$ cat config.mk
export PLATFORM = sky130hd
export DESIGN_NAME = page_load_buffer
export DESIGN_NICKNAME = d
export VERILOG_FILES = /design/src/rtl/plb_pkg.sv /design/src/rtl/plb_gap_timer.sv /design/src/rtl/plb_word_store.sv /design/src/rtl/plb_ctrl.sv /design/src/rtl/page_load_buffer.sv
export SDC_FILE = /design/constraint.sdc
export NUM_CORES = 2
export LEC_CHECK = 0
export BUFFER_PORTS_ARGS = -buffer_cell sky130_fd_sc_hd__buf_2
export CAP_MARGIN = 20
export CORE_AREA = 2 2 443 445
export CTS_CLUSTER_SIZE = 30
export DETAILED_ROUTE_END_ITERATION = 8
export DIE_AREA = 0 0 445 447
export PLACE_DENSITY_LB_ADDON = 0.15
export SETUP_SLACK_MARGIN = 0.15
export SLEW_MARGIN = 20
export SYNTH_ARGS = -nofsm -noshare
export SYNTH_HDL_FRONTEND = slang
export SYNTH_SLANG_ARGS = --single-unit
$ cat constraint.sdc
create_clock -name clk -period 2.5 [get_ports clk]
set_input_delay 0.25 -clock clk [delete_from_list [all_inputs] [get_ports clk]]
set_output_delay 0.25 -clock clk [all_outputs]
set_load 0.01 [all_outputs]
$ cat src/rtl/plb_pkg.sv
package plb_pkg;
  localparam int WORD_W     = 16;
  localparam int IDX_W      = 6;
  localparam int PAGE_WORDS = 1 << IDX_W;
  localparam int ADDR_W     = 20;
  localparam int PAGE_W     = ADDR_W - IDX_W;
  localparam logic [WORD_W-1:0] ERASED_WORD = '1;

  typedef enum logic [1:0] {
    LD_IDLE  = 2'd0,
    LD_WAIT  = 2'd1,
    LD_WRITE = 2'd2
  } ld_state_e;

  function automatic logic [IDX_W-1:0] slot_of(input logic [ADDR_W-1:0] a);
    return a[IDX_W-1:0];
  endfunction

  function automatic logic [PAGE_W-1:0] page_of(input logic [ADDR_W-1:0] a);
    return a[ADDR_W-1:IDX_W];
  endfunction

  function automatic logic over_limit(input int unsigned idle_cnt, input int unsigned limit);
    return idle_cnt >= limit;
  endfunction
endpackage

$ cat src/rtl/plb_gap_timer.sv
module plb_gap_timer #(
  parameter int TIMEOUT_CYC = 20000,
  parameter int LATE_CYC    = 6000
) (
  input  logic clk,
  input  logic rst_n,
  input  logic restart_i,
  input  logic run_i,
  output logic expire_o,
  output logic late_o
);
  import plb_pkg::*;
  localparam int CNT_W = $clog2(TIMEOUT_CYC + 1);
  localparam logic [CNT_W-1:0] LAST = CNT_W'(TIMEOUT_CYC - 1);

  logic [CNT_W-1:0] idle_q;

  assign expire_o = run_i && (idle_q == LAST);
  assign late_o   = over_limit(int'(idle_q), LATE_CYC);

  always_ff @(posedge clk or negedge rst_n) begin
    if (!rst_n)                 idle_q <= '0;
    else if (restart_i)         idle_q <= '0;
    else if (run_i && !expire_o) idle_q <= idle_q + 1'b1;
  end

  // the idle count never passes the closing value
  assert_idle_in_window_R6: assert property (@(posedge clk) disable iff (!rst_n)
    idle_q <= LAST);

  // a restart always brings the count back to zero
  assert_restart_clears_R6: assert property (@(posedge clk) disable iff (!rst_n)
    restart_i |=> (idle_q == '0));
endmodule

$ cat src/rtl/plb_word_store.sv
module plb_word_store
  import plb_pkg::*;
(
  input  logic                         clk,
  input  logic                         rst_n,
  input  logic                         clr_i,
  input  logic                         we_i,
  input  logic [IDX_W-1:0]             idx_i,
  input  logic [WORD_W-1:0]            data_i,
  output logic [PAGE_WORDS*WORD_W-1:0] image_o,
  output logic [PAGE_WORDS-1:0]        mask_o
);
  logic [WORD_W-1:0]     word_q [PAGE_WORDS];
  logic [PAGE_WORDS-1:0] mask_q;

  for (genvar w = 0; w < PAGE_WORDS; w++) begin : g_slot
    always_ff @(posedge clk or negedge rst_n) begin
      if (!rst_n) begin
        word_q[w] <= ERASED_WORD;
        mask_q[w] <= 1'b0;
      end else if (clr_i) begin
        word_q[w] <= ERASED_WORD;
        mask_q[w] <= 1'b0;
      end else if (we_i && (idx_i == IDX_W'(w))) begin
        word_q[w] <= data_i;
        mask_q[w] <= 1'b1;
      end
    end
    assign image_o[w*WORD_W +: WORD_W] = word_q[w];
  end

  assign mask_o = mask_q;

  // a write marks its slot as loaded
  assert_write_marks_slot_R3: assert property (@(posedge clk) disable iff (!rst_n)
    (we_i && !clr_i) |=> mask_q[$past(idx_i)]);

  // loaded bits only drop on a clear
  assert_mask_monotone_R3: assert property (@(posedge clk) disable iff (!rst_n)
    !clr_i |=> (($past(mask_q) & ~mask_q) == '0));

  // a clear empties the mask
  assert_clear_empties_R2: assert property (@(posedge clk) disable iff (!rst_n)
    clr_i |=> (mask_q == '0));
endmodule

$ cat src/rtl/plb_ctrl.sv
module plb_ctrl
  import plb_pkg::*;
(
  input  logic              clk,
  input  logic              rst_n,
  input  logic              arm_i,
  input  logic              fall_i,
  input  logic              rise_i,
  input  logic [ADDR_W-1:0] addr_i,
  input  logic              expire_i,
  input  logic              late_i,
  input  logic              mask_any_i,
  output logic              clr_o,
  output logic              we_o,
  output logic [IDX_W-1:0]  idx_o,
  output logic              timer_restart_o,
  output logic              timer_run_o,
  output logic              loading_o,
  output logic              prog_start_o,
  output logic [PAGE_W-1:0] page_o,
  output logic              page_err_o,
  output logic              late_o
);
  ld_state_e         state_q;
  logic              have_page_q;
  logic              pend_ok_q;
  logic [IDX_W-1:0]  pend_idx_q;
  logic [PAGE_W-1:0] page_q;
  logic              err_q, late_q, prog_q;

  logic start_seen, end_seen, page_clash;
  assign start_seen = !arm_i && (state_q == LD_WAIT) && fall_i;
  assign end_seen   = !arm_i && (state_q == LD_WRITE) && rise_i;
  assign page_clash = have_page_q && (page_of(addr_i) != page_q);

  assign clr_o           = arm_i;
  assign we_o            = end_seen && pend_ok_q;
  assign idx_o           = pend_idx_q;
  assign timer_restart_o = arm_i || end_seen;
  assign timer_run_o     = !arm_i && (state_q == LD_WAIT) && !fall_i;

  always_ff @(posedge clk or negedge rst_n) begin
    if (!rst_n) begin
      state_q     <= LD_IDLE;
      have_page_q <= 1'b0;
      pend_ok_q   <= 1'b0;
      pend_idx_q  <= '0;
      page_q      <= '0;
      err_q       <= 1'b0;
      late_q      <= 1'b0;
      prog_q      <= 1'b0;
    end else begin
      prog_q <= 1'b0;
      if (arm_i) begin
        state_q     <= LD_WAIT;
        have_page_q <= 1'b0;
        pend_ok_q   <= 1'b0;
        err_q       <= 1'b0;
        late_q      <= 1'b0;
      end else begin
        unique case (state_q)
          LD_WAIT: begin
            if (fall_i) begin
              state_q    <= LD_WRITE;
              pend_idx_q <= slot_of(addr_i);
              pend_ok_q  <= !page_clash;
              if (late_i) late_q <= 1'b1;
              if (page_clash) err_q <= 1'b1;
              if (!have_page_q) begin
                have_page_q <= 1'b1;
                page_q      <= page_of(addr_i);
              end
            end else if (expire_i) begin
              state_q <= LD_IDLE;
              prog_q  <= mask_any_i;
            end
          end
          LD_WRITE: if (rise_i) state_q <= LD_WAIT;
          default: ;
        endcase
      end
    end
  end

  assign loading_o    = (state_q != LD_IDLE);
  assign prog_start_o = prog_q;
  assign page_o       = page_q;
  assign page_err_o   = err_q;
  assign late_o       = late_q;

  // the timer expiry closes the window
  assert_expire_closes_R6: assert property (@(posedge clk) disable iff (!rst_n)
    (expire_i && !arm_i) |=> (state_q == LD_IDLE));

  // the start pulse lasts one cycle
  assert_single_pulse_R6: assert property (@(posedge clk) disable iff (!rst_n)
    prog_q |=> !prog_q);

  // no pulse unless a word was loaded
  assert_pulse_needs_word_R8: assert property (@(posedge clk) disable iff (!rst_n)
    $rose(prog_q) |-> $past(mask_any_i));

  // the mismatch flag holds until the next arm
  assert_err_sticky_R5: assert property (@(posedge clk) disable iff (!rst_n)
    (err_q && !arm_i) |=> err_q);

  // the late flag holds until the next arm
  assert_late_sticky_R7: assert property (@(posedge clk) disable iff (!rst_n)
    (late_q && !arm_i) |=> late_q);

  // no store write outside a window
  assert_no_write_idle_R9: assert property (@(posedge clk) disable iff (!rst_n)
    (state_q == LD_IDLE) |-> !we_o);
endmodule

$ cat src/rtl/page_load_buffer.sv
module page_load_buffer
  import plb_pkg::*;
#(
  parameter int TIMEOUT_CYC = 20000,
  parameter int LATE_CYC    = 6000
) (
  input  logic                         clk,
  input  logic                         rst_n,
  input  logic                         arm_i,
  input  logic                         wr_fall_i,
  input  logic                         wr_rise_i,
  input  logic [ADDR_W-1:0]            addr_i,
  input  logic [WORD_W-1:0]            data_i,
  output logic                         loading_o,
  output logic                         prog_start_o,
  output logic [PAGE_W-1:0]            page_addr_o,
  output logic [PAGE_WORDS*WORD_W-1:0] page_image_o,
  output logic [PAGE_WORDS-1:0]        loaded_mask_o,
  output logic                         page_err_o,
  output logic                         gap_late_o
);
  logic             clr, we, restart, run, expire, late_now;
  logic [IDX_W-1:0] idx;
  logic [PAGE_WORDS-1:0] mask;

  plb_gap_timer #(.TIMEOUT_CYC(TIMEOUT_CYC), .LATE_CYC(LATE_CYC)) u_timer (
    .clk       (clk),
    .rst_n     (rst_n),
    .restart_i (restart),
    .run_i     (run),
    .expire_o  (expire),
    .late_o    (late_now)
  );

  plb_ctrl u_ctrl (
    .clk             (clk),
    .rst_n           (rst_n),
    .arm_i           (arm_i),
    .fall_i          (wr_fall_i),
    .rise_i          (wr_rise_i),
    .addr_i          (addr_i),
    .expire_i        (expire),
    .late_i          (late_now),
    .mask_any_i      (|mask),
    .clr_o           (clr),
    .we_o            (we),
    .idx_o           (idx),
    .timer_restart_o (restart),
    .timer_run_o     (run),
    .loading_o       (loading_o),
    .prog_start_o    (prog_start_o),
    .page_o          (page_addr_o),
    .page_err_o      (page_err_o),
    .late_o          (gap_late_o)
  );

  plb_word_store u_store (
    .clk     (clk),
    .rst_n   (rst_n),
    .clr_i   (clr),
    .we_i    (we),
    .idx_i   (idx),
    .data_i  (data_i),
    .image_o (page_image_o),
    .mask_o  (mask)
  );

  assign loaded_mask_o = mask;

  // start and end events are kept apart
  assert_events_apart_R3: assert property (@(posedge clk) disable iff (!rst_n)
    !(wr_fall_i && wr_rise_i));

  // the pulse comes with the window closing
  assert_pulse_when_closed_R6: assert property (@(posedge clk) disable iff (!rst_n)
    prog_start_o |-> !loading_o);
endmodule

-- Word-level counts from Yosys, hierarchy flattened
Cells that the tools add are included.
- register bits: 1130
- bits of input ports: 41
- output and inout port bits: 1106
- logic and storage cells: 647
- bitwise logic cells: 2
- $lt $le $gt $ge: 1
- mux-type cells: 281
- equal/unequal tests: 69
- $add $sub $neg: 1
- reductions and logical operators: 156
- operators by type and width (kind ; number):
    two-way mux 16 bit ; 128
    == test 6 bit, second input constant ; 32
    two-way mux 1 bit ; 146
    nonzero test 2 bit ; 70
    == test 6 x 5 -> 1 bit, second input constant ; 16
    logical AND 1 bit ; 72
    OR reduction 64 bit ; 1
    == test 6 x 4 -> 1 bit, second input constant ; 8
    two-way mux 15 bit ; 2
    == test 6 x 3 -> 1 bit, second input constant ; 4
    adder 15 x 1 -> 15 bit, second input constant ; 1
    == test 15 bit, second input constant ; 1
    >= comparator 15 x 13 -> 1 bit, second input constant ; 1
    != test 14 bit ; 1
    == test 6 x 2 -> 1 bit, second input constant ; 2
    AND reduction 3 bit ; 4
    two-way mux 2 bit ; 4
    == test 6 x 1 -> 1 bit, second input constant ; 1
    logical NOT 6 bit ; 1
    logical NOT 1 bit ; 4
    != test 4 bit, second input constant ; 1
    case mux 2 bit (2 select lines) ; 1
    AND reduction 4 bit ; 1
    != test 3 bit, second input constant ; 1
    other kinds (6) ; 7

-- Depth between registers and ports, before layout
- word-level depth: 8
- gate-level depth with buffers: 8

-- Hierarchy
A second synthesis with hierarchy kept.
- cell total of the unflattened synthesis: 3042
- area, all modules: 44194.9 µm²
- by module, submodules not included (module ; sequential area each (µm²) ; times used ; area each (µm²) ; cells each):
    plb_word_store ; 28507.3 ; 1 ; 41830.1 ; 2823
    plb_ctrl ; 675.6 ; 1 ; 1305.0 ; 95
    plb_gap_timer ; 375.4 ; 1 ; 920.9 ; 103
    page_load_buffer ; 0.0 ; 1 ; 138.9 ; 21

-- Least setup slack after synthesis
OpenSTA, ideal clock, no wires.
- path type: reg2reg
- from: register u_timer.idle_q[12]
- to: register u_timer.idle_q[1]
- arrival: 2.077 ns
- cell stages (with the launch flop): 6
- slack: 0.298 ns
- clock period less this slack: 2.202 ns
- cells stage by stage: dfrtp_1 > or4b_2 > or4_1 > clkbuf_1 > nand2_1 > mux2_2
- longest elaborated chain between the ends: 5
- RTL lines (item ; RTL line ; source):
    start: declaration ; plb_gap_timer.sv:16 ; logic [CNT_W-1:0] idle_q;
    start signal: assignment ; plb_gap_timer.sv:24 ; else if (run_i && !expire_o) idle_q <= idle_q + 1'b1;
    == test 15 bit ; plb_gap_timer.sv:18 ; assign expire_o = run_i && (idle_q == LAST);
    logical AND 1 bit ; plb_gap_timer.sv:18 ;
    logical NOT 1 bit ; plb_gap_timer.sv:24 ;
    logical AND 1 bit ; plb_gap_timer.sv:24 ;
    nonzero test 2 bit (no line) ; -- ;
Every way passes these cells.
A chain may end at the register's enable or synchronous reset.

-- Worst setup path after layout
- from: register u_timer.idle_q[6]
- to: register u_ctrl.state_q[0]
- longest elaborated chain between the ends: 4
- RTL lines (item ; RTL line ; source):
    == test 15 bit ; plb_gap_timer.sv:18 ;
    logical AND 1 bit ; plb_gap_timer.sv:18 ;
    != test 4 bit (no line) ; -- ;
    AND reduction 3 bit (no line) ; -- ;
    end signal: assignment ; plb_ctrl.sv:44 ; state_q <= LD_IDLE;
    end signal: assignment ; plb_ctrl.sv:55 ; state_q <= LD_WAIT;
    end signal: assignment ; plb_ctrl.sv:64 ; state_q <= LD_WRITE;
    end: declaration ; plb_ctrl.sv:24 ; ld_state_e state_q;
Every way passes these cells.

==> results.ini <==
[yosys]
netlist_area_um2 = 47500
yosys_most_used_dff = dfstp_2
avgSynthCellArea_um2 = 12.1
ys_seq_area_share_pct = 62.3
synthCells = 3913
yosys_warnings = 0
synth_top_cell_by_area = dfstp_2
synth-edff-count = 0
synth.distinct_cells = 46
synthesis.nets = 3956
synth-seq-cells = 1130
ys_async_sr_fraction_pct = 100
synth_top_area_share_pct = 56.7
yosys-top-cells-area = dfstp_2 57%, mux2i_1 21%, nor2_1 8.7%

[clock_network]
htreeDepth = 4
numCtsBuffers = 141
clkSlewWorstSetupHoldPaths_ns = 0.06
cts_root_buf = clkbuf_16
clk_latency_ns = 0.79
cts_tree = done
clock_sinks = 1130
clock_path_buffers = 3

[sta]
hold-worst-slack_ns = 0.0599
worstMarginPinSlew_ns = 1.08
post-route-min-period_ns = 2.24
fin_skew_ns = 0.0326
fin_tns_setup_ns = 0
maxSlewViolCount = 0
period_share_pct = 89.7
max_freq_ghz = 0.446
hold_violations = 0
setup_viol_count_final = 0
rsz0062_at_grt = false
slew_headroom_pct = 28.1

[grt]
grt_use_total_pct = 20.2
grt_pass1_wl_um = 288000
grt_pass1_vias = 35700
antenna_found_initial = 6
grt_max_degree = 199
grt_remaining_overflow = 0

[finish]
final_cell_mix = 1144 x buf_2, 1078 x nor2_1, 1024 x dfstp_2, 1003 x mux2i_1, 145 x clkbuf_16
fin_area_um2 = 62600
fill_cells = 20000
seqCellArea_um2 = 29600
area_growth_pct = 31.9
final_common_cell = buf_2
multi_input_area_um2 = 16700
drive_gt1_share_pct = 51.3
diodes = 0
nets = 5149

[die]
core_area_um2 = 194000
die_area_um2 = 199000
initial_core_util_pct = 24.4
boundaryPins = 1147
die_w_um = 445
die_h_um = 447
fp-row-count = 162

[setup_path]
worstSetupEndpoint = u_ctrl.state_q[0]
startpoint_type = flip-flop
path_cells = or4b_2, or4_1, buf_4, a21oi_1, o21ai_0
crit_fanout = 5
arrival_ns = 2.86
max_stage_delay_ns = 0.69
critPathRequiredTime_ns = 3.11
r2r_slack_ns = 0.26
r2r_cells = 5
r2r_end = u_ctrl.state_q[0]
criticalPathCategory = reg2reg
crit_path_start = u_timer.idle_q[6]
reg2reg_from = u_timer.idle_q[6]
cp_slowest_cell = or4b_2
endpoint_kind = flip-flop

[routing]
wl_met1_um = 82900
drc = 0
met3_length_um = 13300
via_per_inst = 4.45
drt_pass1_iterations = 5
via_count = 34500
met2_length_um = 104000
final_antenna_net_count = 0
finalWirelength_um = 207000
wl_per_cell_um = 26.7
drt_iter0_markers = 1942
maxUsedRoutingLayer = met4

[run]
maxCapViolations = 0

[placed_design]
place.gp.congestion = 0.786
dpl.hpwl_um = 139000
io_buffer_count = 1146
place_area_um2 = 57400

[run_status]
outcome = complete, no violations

[power_and_ir_drop]
cellLeakagePower_nw = 27.7
peakVddDrop_v = 0.000605
power_density_nw_per_um2 = 669

[worst_hold_path]
hold_class = in2reg

[kinds of logic after synthesis]
kind of cell    share of synthesized area, %
xor+xnor                               0.295
mux                                     21.6
flops                                   62.3
compound gates                          1.40
buf+inv                                 3.02
simple gates                            11.3
fa+ha+maj                             0.0527
[registers in the layout (all words and copies together) (netlist names)]
signal	cells
u_ctrl.page_o	14
u_ctrl.pend_ok_q	1
u_ctrl.late_o	1
u_timer.idle_q	15
u_ctrl.prog_start_o	1
u_ctrl.idx_o	6
u_store.mask_o	64
u_store.image_o	1024
u_ctrl.page_err_o	1
u_ctrl.state_q	2
u_ctrl.have_page_q	1
[report_power, final]
group | internal (mW) | total [mW] | switching (mW)
registers | 18.5 | 18.6 | 0.140
clock network | 12.2 | 20.6 | 8.39
logic | 0.673 | 2.63 | 1.96
total | 31.4 | 41.9 | 10.5
[routing by layer]
| layer | global-route usage, % | vias up |
|---|---|---|
| met5 | 0 | - |
| met4 | 6.63 | 0 |
| met3 | 5.80 | 252 |
| met2 | 35.2 | 1021 |
| met1 | 23.9 | 17800 |
| li1 | - | 15400 |
[critical path: cells and delay by family (launching register included)]
| kind | cells | cell delay, ns |
|---|---|---|
| flops | 1 | 0.43 |
| compound gates | 2 | 0.25 |
| buf+inv | 1 | 0.18 |
| simple gates | 2 | 1.23 |
[metrics by stage]
stage | setup WS (ns) | power, mW | util (%) | cells
2_1_floorplan | 0.298 | 19.8 | - | 3913
3_3_place_gp | 0.221 | 21.6 | 29.6 | 7456
3_5_place_dp | 0.182 | 21.6 | 29.6 | 7456
4_1_cts | 0.153 | 42.7 | 32.2 | 7749
5_1_grt | 0.154 | 43.5 | 32.3 | 7757
6_report | 0.257 | 41.9 | 32.3 | 7757
[how the worst min path moves through the flow]
stage	slack [ns]	from	cells past startpoint	endpoint
6_report	0.06	arm_i	3	u_ctrl.prog_start_o
4_1_cts	0.0009	arm_i	3	u_ctrl.prog_start_o
5_1_grt	0.02	arm_i	3	u_ctrl.prog_start_o
3_3_place_gp	0.23	rst_n	1	u_store.mask_o[60]
3_5_place_dp	0.23	rst_n	1	u_store.mask_o[60]
2_1_floorplan	-0.05	rst_n	0	u_ctrl.have_page_q
[repair_timing]
item,CTS,global route
endpoints found under the setup margin,0,25
endpoints found under the hold margin,215,0
buffers inserted,0,8
resized for setup,0,2
hold buffers,41,0
[synthesized netlist by cell type (5+ instances only)]
cell / n
nand2_2: 13
or3_1: 7
nor3_1: 33
nand2_1: 38
or2_2: 5
nor4_1: 22
and2_1: 10
mux2i_1: 1003
nor2_1: 1097
nor2_4: 8
nand4_1: 14
o21a_1: 26
xor2_1: 16
or4_1: 6
nand3_1: 5
buf_2: 68
o21ai_0: 8
buf_4: 24
nand2b_1: 5
dfrtp_1: 106
mux2_2: 20
dfstp_2: 1024
clkbuf_1: 235
a21oi_1: 71
[layout make-up]
class,count,share of cell area (%)
repair buffers,1381,13.6
flip-flops and latches,1130,47.2
inverters,4,0.0240
well taps,2542,5.08
clock inverters,35,0.625
multi-input cells,2448,26.7
clock buffers,217,6.83
Power figures use the tool's default switching activity.
